**src/rtl/ppg_pkg.sv**
```systemverilog
package ppg_pkg;

  // Strobes sent from control to datapath; at most one source per cycle
  typedef struct packed {
    logic       tgl;
    logic       setOn;
    logic       setOff;
    logic       clampRm;
    logic       rstSet;
    logic       rstClr;
    logic       clkOn;
    logic       clkOff;
    logic       err;
    logic [4:0] idx;
  } ppg_strobe_t;

  typedef enum logic [3:0] {
    S_IDLE, S_RST, S_PWR, S_CLK, S_W1, S_CLAMP, S_W2, S_REL, S_UNCLK, S_UNPWR
  } ppg_state_t;

  localparam int START_BIT = 8;

endpackage

```
**src/rtl/ppg_ctrl.sv**
```systemverilog
module ppg_ctrl
  import ppg_pkg::*;
#(
  parameter int NUM_PART = 7,
  parameter int WAIT_CYC = 1250
) (
  input  logic        clk,
  input  logic        rstN,
  input  logic        regWr,
  input  logic        regSel,
  input  logic [15:0] regWdata,
  input  logic        reqValid,
  input  logic        reqOn,
  input  logic [5:0]  reqIdx,
  input  logic        seqStart,
  input  logic [5:0]  seqIdx,
  input  logic        clkFail,
  input  logic        clampFail,
  output ppg_strobe_t stb,
  output logic        busy,
  output logic        seqDone,
  output logic        seqFail
);

  localparam int CW = $clog2(WAIT_CYC + 1);

  ppg_state_t      st, nxt;
  logic [CW-1:0]   cnt, cntNxt;
  logic [4:0]      sIdx;

  function automatic logic fieldOk(input logic [4:0] f);
    return int'(f) < NUM_PART;
  endfunction

  function automatic logic signedOk(input logic [5:0] v);
    return !v[5] && fieldOk(v[4:0]);
  endfunction

  always_comb begin
    stb    = '0;
    nxt    = st;
    cntNxt = cnt;
    if (st != S_IDLE) stb.idx = sIdx;
    case (st)
      S_IDLE: begin
        if (regWr) begin
          stb.idx = regWdata[4:0];
          if (regSel) begin
            if (fieldOk(regWdata[4:0])) stb.clampRm = 1'b1;
            else                        stb.err     = 1'b1;
          end else if (regWdata[START_BIT]) begin
            if (fieldOk(regWdata[4:0])) stb.tgl = 1'b1;
            else                        stb.err = 1'b1;
          end
        end else if (reqValid) begin
          stb.idx = reqIdx[4:0];
          if (signedOk(reqIdx)) begin
            stb.setOn  = reqOn;
            stb.setOff = !reqOn;
          end else begin
            stb.err = 1'b1;
          end
        end else if (seqStart) begin
          if (signedOk(seqIdx)) nxt = S_RST;
          else                  stb.err = 1'b1;
        end
      end
      S_RST:   begin stb.rstSet = 1'b1; nxt = S_PWR; end
      S_PWR:   begin stb.setOn  = 1'b1; nxt = S_CLK; end
      S_CLK: begin
        if (clkFail) nxt = S_UNPWR;
        else begin
          stb.clkOn = 1'b1;
          cntNxt    = CW'(WAIT_CYC - 1);
          nxt       = S_W1;
        end
      end
      S_W1: begin
        if (cnt == '0) nxt = S_CLAMP;
        else           cntNxt = cnt - 1'b1;
      end
      S_CLAMP: begin
        if (clampFail) nxt = S_UNCLK;
        else begin
          stb.clampRm = 1'b1;
          cntNxt      = CW'(WAIT_CYC - 1);
          nxt         = S_W2;
        end
      end
      S_W2: begin
        if (cnt == '0) nxt = S_REL;
        else           cntNxt = cnt - 1'b1;
      end
      S_REL:   begin stb.rstClr = 1'b1; nxt = S_IDLE; end
      S_UNCLK: begin stb.clkOff = 1'b1; nxt = S_UNPWR; end
      S_UNPWR: begin stb.setOff = 1'b1; nxt = S_IDLE; end
      default: nxt = S_IDLE;
    endcase
  end

  always_ff @(posedge clk) begin
    if (!rstN) begin
      st      <= S_IDLE;
      cnt     <= '0;
      sIdx    <= '0;
      seqDone <= 1'b0;
      seqFail <= 1'b0;
    end else begin
      st      <= nxt;
      cnt     <= cntNxt;
      if (st == S_IDLE) sIdx <= seqIdx[4:0];
      seqDone <= (st == S_REL);
      seqFail <= (st == S_UNPWR);
    end
  end

  assign busy = (st != S_IDLE);

  // settle wait is not cut short
  p_wait_hold_r7: assert property (@(posedge clk) disable iff (!rstN)
    (st == S_W1 && cnt != '0) |=> (st == S_W1));

  // clock fault skips straight to power-off
  p_clk_unwind_r8: assert property (@(posedge clk) disable iff (!rstN)
    (st == S_CLK && clkFail) |=> (st == S_UNPWR));

  // clamp fault disables the clock first
  p_clamp_unwind_r9: assert property (@(posedge clk) disable iff (!rstN)
    (st == S_CLAMP && clampFail) |=> (st == S_UNCLK));

  // no request strobe from the ports while a sequence runs
  p_busy_quiet_r10: assert property (@(posedge clk) disable iff (!rstN)
    (st != S_IDLE) |-> !(stb.tgl || stb.err));

endmodule

```
**src/rtl/ppg_dp.sv**
```systemverilog
module ppg_dp
  import ppg_pkg::*;
#(
  parameter int NUM_PART = 7,
  parameter int VDEC_ID  = 2,
  parameter int PCIE_ID  = 3,
  localparam int PW      = (NUM_PART > 0) ? NUM_PART : 1
) (
  input  logic          clk,
  input  logic          rstN,
  input  ppg_strobe_t   stb,
  output logic [PW-1:0] pwrStatus,
  output logic [PW-1:0] clampOff,
  output logic [PW-1:0] partClkEn,
  output logic [PW-1:0] partRst,
  output logic          errFlag
);

  localparam logic [4:0] VD = 5'(VDEC_ID);
  localparam logic [4:0] PC = 5'(PCIE_ID);

  logic [4:0] clampIdx;

  always_comb begin
    if      (stb.idx == VD) clampIdx = PC;
    else if (stb.idx == PC) clampIdx = VD;
    else                    clampIdx = stb.idx;
  end

  for (genvar i = 0; i < PW; i++) begin : g_part
    logic pQ, cQ, kQ, rQ, hit, pNext;

    assign hit = (stb.idx == 5'(i));

    always_comb begin
      pNext = pQ;
      if (hit && stb.tgl)         pNext = !pQ;
      else if (hit && stb.setOn)  pNext = 1'b1;
      else if (hit && stb.setOff) pNext = 1'b0;
    end

    always_ff @(posedge clk) begin
      if (!rstN) begin
        pQ <= 1'b0;
        cQ <= 1'b0;
        kQ <= 1'b0;
        rQ <= 1'b0;
      end else begin
        pQ <= pNext;
        cQ <= pNext && (cQ || (stb.clampRm && clampIdx == 5'(i)));
        if (hit && stb.clkOn)       kQ <= 1'b1;
        else if (hit && stb.clkOff) kQ <= 1'b0;
        if (hit && stb.rstSet)      rQ <= 1'b1;
        else if (hit && stb.rstClr) rQ <= 1'b0;
      end
    end

    assign pwrStatus[i] = pQ;
    assign clampOff[i]  = cQ;
    assign partClkEn[i] = kQ;
    assign partRst[i]   = rQ;
  end

  always_ff @(posedge clk) begin
    if (!rstN) errFlag <= 1'b0;
    else       errFlag <= stb.err;
  end

  // at most one partition changes power state per cycle
  p_one_flip_r2: assert property (@(posedge clk) disable iff (!rstN)
    $countones(pwrStatus ^ $past(pwrStatus)) <= 1);

  // a rejected request leaves the state alone
  p_err_quiet_r4: assert property (@(posedge clk) disable iff (!rstN)
    errFlag |-> (pwrStatus == $past(pwrStatus) && clampOff == $past(clampOff)));

  // released clamps only on powered partitions
  p_clamp_pwr_r6: assert property (@(posedge clk) disable iff (!rstN)
    (clampOff & ~pwrStatus) == '0);

endmodule

```
**src/rtl/pwr_gate_seq.sv**
```systemverilog
module pwr_gate_seq
  import ppg_pkg::*;
#(
  parameter int NUM_PART  = 7,
  parameter int CLK_MHZ   = 125,
  parameter int SETTLE_US = 10,
  parameter int VDEC_ID   = 2,
  parameter int PCIE_ID   = 3,
  localparam int PW       = (NUM_PART > 0) ? NUM_PART : 1
) (
  input  logic          clk,
  input  logic          rstN,
  input  logic          regWr,
  input  logic          regSel,
  input  logic [15:0]   regWdata,
  input  logic          reqValid,
  input  logic          reqOn,
  input  logic [5:0]    reqIdx,
  input  logic          seqStart,
  input  logic [5:0]    seqIdx,
  input  logic          clkFail,
  input  logic          clampFail,
  output logic [PW-1:0] pwrStatus,
  output logic [PW-1:0] clampOff,
  output logic [PW-1:0] partClkEn,
  output logic [PW-1:0] partRst,
  output logic          errFlag,
  output logic          busy,
  output logic          seqDone,
  output logic          seqFail
);

  localparam int WAIT_CYC = CLK_MHZ * SETTLE_US;

  ppg_strobe_t stb;

  ppg_ctrl #(.NUM_PART(NUM_PART), .WAIT_CYC(WAIT_CYC)) u_ctrl (
    .clk(clk), .rstN(rstN), .regWr(regWr), .regSel(regSel), .regWdata(regWdata),
    .reqValid(reqValid), .reqOn(reqOn), .reqIdx(reqIdx),
    .seqStart(seqStart), .seqIdx(seqIdx), .clkFail(clkFail), .clampFail(clampFail),
    .stb(stb), .busy(busy), .seqDone(seqDone), .seqFail(seqFail)
  );

  ppg_dp #(.NUM_PART(NUM_PART), .VDEC_ID(VDEC_ID), .PCIE_ID(PCIE_ID)) u_dp (
    .clk(clk), .rstN(rstN), .stb(stb),
    .pwrStatus(pwrStatus), .clampOff(clampOff), .partClkEn(partClkEn),
    .partRst(partRst), .errFlag(errFlag)
  );

endmodule

```
**config.mk**
```make
export PLATFORM = sky130hd
export DESIGN_NAME = pwr_gate_seq
export DESIGN_NICKNAME = d
export VERILOG_FILES = /design/src/rtl/ppg_pkg.sv /design/src/rtl/ppg_ctrl.sv /design/src/rtl/ppg_dp.sv /design/src/rtl/pwr_gate_seq.sv
export SDC_FILE = /design/constraint.sdc
export NUM_CORES = 1
export LEC_CHECK = 0
export CELL_PAD_IN_SITES_DETAIL_PLACEMENT = 1
export CELL_PAD_IN_SITES_GLOBAL_PLACEMENT = 2
export CORE_MARGIN = 2
export CORE_UTILIZATION = 37
export DETAILED_ROUTE_END_ITERATION = 16
export DONT_BUFFER_PORTS = 1
export HOLD_SLACK_MARGIN = 0.06
export PLACE_DENSITY = 0.8
export SYNTH_ARGS = -nofsm -noshare
export SYNTH_HDL_FRONTEND = slang
export SYNTH_HIERARCHICAL = 1
export SYNTH_SLANG_ARGS = --single-unit
```
**constraint.sdc**
```tcl
create_clock -name clk -period 3.85 [get_ports clk]
set_input_delay 0.5775 -clock clk [delete_from_list [all_inputs] [get_ports clk]]
set_output_delay 0.5775 -clock clk [all_outputs]
set_load 0.02 [all_outputs]
```
After elaboration in Yosys (flattened, before gate mapping) --
Cells that the tools add are included.
Storage, ports and cells: register bits after elaboration 51, bits in latches 0, RAM bits 0, ROM bits 0, output and inout bits 32, word-level logic and storage cells 268, memories kept 0
Cells by class: add/sub/neg operators 1, multiply operators 0, div/mod/pow operators 0, magnitude comparators 3, eq/ne operators 30, shifts and indexed selects 0, multiplexer cells 94, bitwise logic cells 0, reductions and logical operators 106
Operators with widths (number):
- 1-bit two-way mux | 69
- 1-bit logical AND | 65
- 11-bit two-way mux | 3
- 11-bit one-hot mux with 3 select lines | 1
- 4-bit two-way mux | 8
- 4-bit one-hot mux with 8 select lines | 1
- 5-bit by 3-bit equality test with 1-bit output, second input constant | 6
- 2-bit nonzero test | 14
- 5-bit two-way mux | 5
- 5-bit by 2-bit equality test with 1-bit output, second input constant | 4
- 4-bit by 3-bit equality test with 1-bit output, second input constant | 4
- 5-bit by 3-bit < comparator with 1-bit output, second input constant | 3
- 2-bit inequality test, second input constant | 6
- 11-bit logical NOT | 1
- 11-bit by 1-bit subtractor with 11-bit output, second input constant | 1
- 5-bit by 1-bit equality test with 1-bit output, second input constant | 2
- 1-bit logical NOT | 10
- 5-bit logical NOT | 2
- 4-bit by 2-bit equality test with 1-bit output, second input constant | 2
- 4-bit equality test, second input constant | 2
- 1-bit logical OR | 7
- 2-bit two-way mux | 3
- 6-bit two-way mux | 1
- 2-bit by 1-bit inequality test with 1-bit output, second input constant | 3
- other kinds (9) | 11

Logic depth before layout (Yosys ltp) --
depth after elaboration 14, mapped depth 10, mapped depth without buffers 7

Modules after synthesis --
The synthesis kept the hierarchy.
Modules (own cells, without submodules):
- ppg_dp | instances 1, cells each 155, area an instance 1530.2 µm², seq. area each 580.6 µm²
- ppg_ctrl | instances 1, cells each 181, area an instance 1408.9 µm², seq. area each 440.4 µm²

Least setup slack after synthesis --
OpenSTA, ideal clock, no wires.
kind register to register, from register u_ctrl.st[2], to register u_dp.g_part[6].cQ, setup time 0.103 ns, data arrival time 2.914 ns, path slack 0.832 ns, stages on the path, launching flop included 9, path buffers 2, cells stage by stage dfxtp_1 > buf_2 > nor4_1 > inv_1 > buf_2 > o21ai_0 > nor3b_4 > a31oi_1 > a2111oi_2
RTL lines:
- from (decl) | line ppg_ctrl.sv:27 | ppg_state_t st, nxt;
- from (signal assigned) | line ppg_ctrl.sv:109 | st <= nxt;
- to (signal assigned) | line ppg_dp.sv:50 | cQ <= pNext && (cQ || (stb.clampRm && clampIdx == 5'(i)));
- to (decl) | line ppg_dp.sv:31 | logic pQ, cQ, kQ, rQ, hit, pNext;

==> flow_metrics.py <==
metrics = {
    "status": {
        "outcome": "complete, no violations",
    },
    "finish": {
        "area_delta_synth_final_pct": -1.28,
        "antenna_cells": 0,
        "nets": 340,
        "final_cells": 404,
        "drive_gt1_share_pct": 9.60,
        "fill_cells": 918,
    },
    "synth": {
        "synth_seq_area_share_pct": 34.7,
        "yosysWarnings": 6,
        "synth_top_cell_area_share_pct": 34.7,
        "synthTopCellsByCount": "dfxtp_1, buf_4, nand3_1",
        "async_reset_ff_share_pct": 0,
        "synth-main-ff-cell": "dfxtp_1",
        "synth_largest_area_cell": "dfxtp_1",
        "ys_seq_elements": 51,
        "avgSynthCellArea_um2": 8.75,
        "syn_inst": 336,
        "synth_area_um2": 2940,
        "synth_area_leaders": "dfxtp_1, buf_4, a32o_1",
        "syn_nets": 375,
        "synthDistinctLibCells": 50,
        "synth_edf_count": 0,
        "synth_most_common_cell": "dfxtp_1",
    },
    "worst_hold_path": {
        "min_from": "rstN",
        "hold_depth": 1,
        "hold_class": "input port to flop",
        "hold_end": "u_ctrl/cnt[0]",
    },
    "drt": {
        "drt_pre_antenna_iters": 4,
        "drc": 0,
        "avgRoutedWirePerCell_um": 19.1,
        "ant_nets": 0,
        "drtIter0Drc": 98,
        "vias": 2412,
        "via_per_inst": 5.97,
        "wl_um": 7720,
    },
    "clock_network": {
        "cts_buffer_depth": 2,
        "cts.clk_slew.worst_paths_ns": 0.10,
        "htree_levels": 2,
        "numCtsBuffers": 5,
        "cts_hold_buf": 0,
        "cts_tree": "built",
        "insertion_delay_ns": 0.31,
        "cts_setup_buffers": 0,
        "cts-root-buf": "clkbuf_8",
        "clkSinkCount": 51,
        "cts_resized": 0,
    },
    "floorplanning": {
        "core_um2": 7730,
        "die_w_um": 93.1,
        "die_area_um2": 8670,
        "rows": 32,
        "initial_core_util_pct": 38.0,
        "io_pins": 69,
        "die_h_um": 93.1,
    },
    "sta": {
        "rsz0062_at_grt": "no",
        "fin_setup_tns_ns": 0,
        "fin_crit_sh_pct": 82.9,
        "setup-violations-final": 0,
        "fmax_mhz": 313,
        "maxSlewViolCount": 0,
        "slew_headroom_pct": 38.8,
        "worst_pin_slew_ns": 0.908,
        "fin_crit_ns": 3.19,
        "skew_ns": 0.0133,
        "hold_violations": 0,
    },
    "worst_setup_path": {
        "arrival_ns": 3.41,
        "worstPathRequired_ns": 4.07,
        "crit_slowest_cell": "o21ai_0",
        "path_cells": "nor4_1 > buf_4 > inv_1 > o21ai_0 > nor3b_4 > a31oi_1 > a2111oi_2",
        "crit_type": "flop to flop",
        "reg2regPathDepth": 7,
        "cp-end-kind": "flop",
        "reg2reg_slack_ns": 0.66,
        "critPathMaxFanout": 17,
        "reg2reg_from": "u_ctrl/st[2]",
        "max_stage_delay_ns": 0.80,
        "r2r-end": "u_dp/g_part[3].cQ",
        "cp-start-kind": "flop",
    },
    "place": {
        "dp_hpwl_um": 5690,
        "port_buffers": 0,
        "gp_congestion": 0.806,
        "dp.cells": 396,
    },
    "run": {
        "maxCapViolations": 0,
    },
    "power_and_ir_drop": {
        "power.total_uw": 1100,
        "peakVddDrop_uv": 225,
        "leakage_uw": 0.000911,
        "power_density_nw_per_um2": 379,
    },
    "global_routing": {
        "grt_max_degree": 25,
        "first_global_vias": 2502,
        "antenna_found_initial": 0,
        "grt.total_usage_pct": 18.8,
        "grt-ovfl-total": 0,
        "grt_pass1_wl_um": 12800,
    },
}
## per-layer routing
| layer | global-route usage [%] | up-vias | part of all wire (%) |
|---|---|---|---|
| li1 | - | 1190 | - |
| met1 | 24.9 | 1148 | 45 |
| met2 | 30.1 | 68 | 47 |
| met3 | 5.08 | 6 | 6.9 |
| met4 | 5.02 | 0 | 1.1 |
| met5 | 0 | - | 0 |
## cell type report
cell class,count,area [um^2],area share [%]
flip-flops and latches,51,1020,35.2
clock buffers,5,68.8,2.37
repair buffers,5,37.5,1.29
clock inverters,3,26.3,0.906
well taps,102,128,4.40
multi-input cells,228,1580,54.5
inverters,10,37.5,1.29
## sequential cells by signal, indices dropped and copies added, names as in the netlist
name and flops:
u_ctrl/sIdx 5, u_dp/g_part.rQ 7, u_ctrl/st 4, u_ctrl/cnt 11, u_dp/errFlag 1, u_ctrl/seqFail 1, u_dp/g_part.pQ 7, u_ctrl/seqDone 1
u_dp/g_part.kQ 7, u_dp/g_part.cQ 7
## how the worst max path moves through the flow
stage | start | slack [ns] | to | cells past startpoint
2_1_floorplan | u_ctrl/st[2] | 0.83 | u_dp/g_part[6].cQ | 8
3_3_place_gp | u_ctrl/st[2] | 0.74 | u_dp/g_part[3].cQ | 7
6_report | u_ctrl/st[2] | 0.66 | u_dp/g_part[3].cQ | 7
4_1_cts | u_ctrl/st[2] | 0.65 | u_dp/g_part[3].cQ | 7
5_1_grt | u_ctrl/st[2] | 0.30 | u_dp/g_part[3].cQ | 7
3_5_place_dp | u_ctrl/st[2] | 0.68 | u_dp/g_part[3].cQ | 7
## worst max-delay path: cells and delay by family (launching register included)
family	cells	cell delay, ns
flops	1	0.49
simple gates	2	0.84
compound gates	3	1.34
buf+inv	2	0.43
## cell usage in the layout (no fill, tap or decap), types with 3 or more instances in the layout
cell | Yosys | layout
a22oi_1 | 4 | 4
nand2_1 | 16 | 16
or4_1 | 4 | 4
nand2b_1 | 6 | 6
nand3_1 | 20 | 20
nor4b_1 | 5 | 5
clkbuf_8 | 0 | 5
and2_1 | 4 | 4
a21oi_1 | 13 | 13
a2111oi_2 | 7 | 7
o31ai_1 | 4 | 4
o21ai_0 | 11 | 11
or3_1 | 8 | 8
nor4_1 | 7 | 7
a32o_1 | 14 | 14
nor3_1 | 10 | 10
nor3b_1 | 4 | 4
or3b_1 | 3 | 3
dfxtp_1 | 51 | 51
mux2i_1 | 3 | 3
buf_4 | 29 | 5
a21boi_0 | 8 | 8
nor2_1 | 17 | 17
a211oi_1 | 10 | 10
inv_1 | 9 | 9
nand3b_1 | 3 | 3
a31oi_1 | 18 | 18
## power breakdown
group	internal, uW	switching [uW]	total (uW)
clock network	134	200	334
registers	542	21.1	563
logic	65.0	139	204
total	741	360	1100
## cells by family after synthesis
group,after synthesis,share of synthesized area [%]
DFF,51,34.7
muxes,3,1.02
adders and majority gates,2,0.851
and+or+nand+nor,125,26.4
buffers and inverters,57,11.4
AOI/OAI and AO/OA,98,25.6
## per-stage QoR
step	hold WS, ns	area [um^2]	worst slack [ns]	util, %
6_report	0.392	2900	0.658	37.5
5_1_grt	0.375	2900	0.301	37.5
4_1_cts	0.383	2900	0.649	37.5
3_5_place_dp	0.466	2810	0.680	36.3
3_3_place_gp	0.453	2810	0.735	36.3
2_1_floorplan	0.433	2940	0.832	-
No activity file was read; power rests on OpenSTA's default activity.
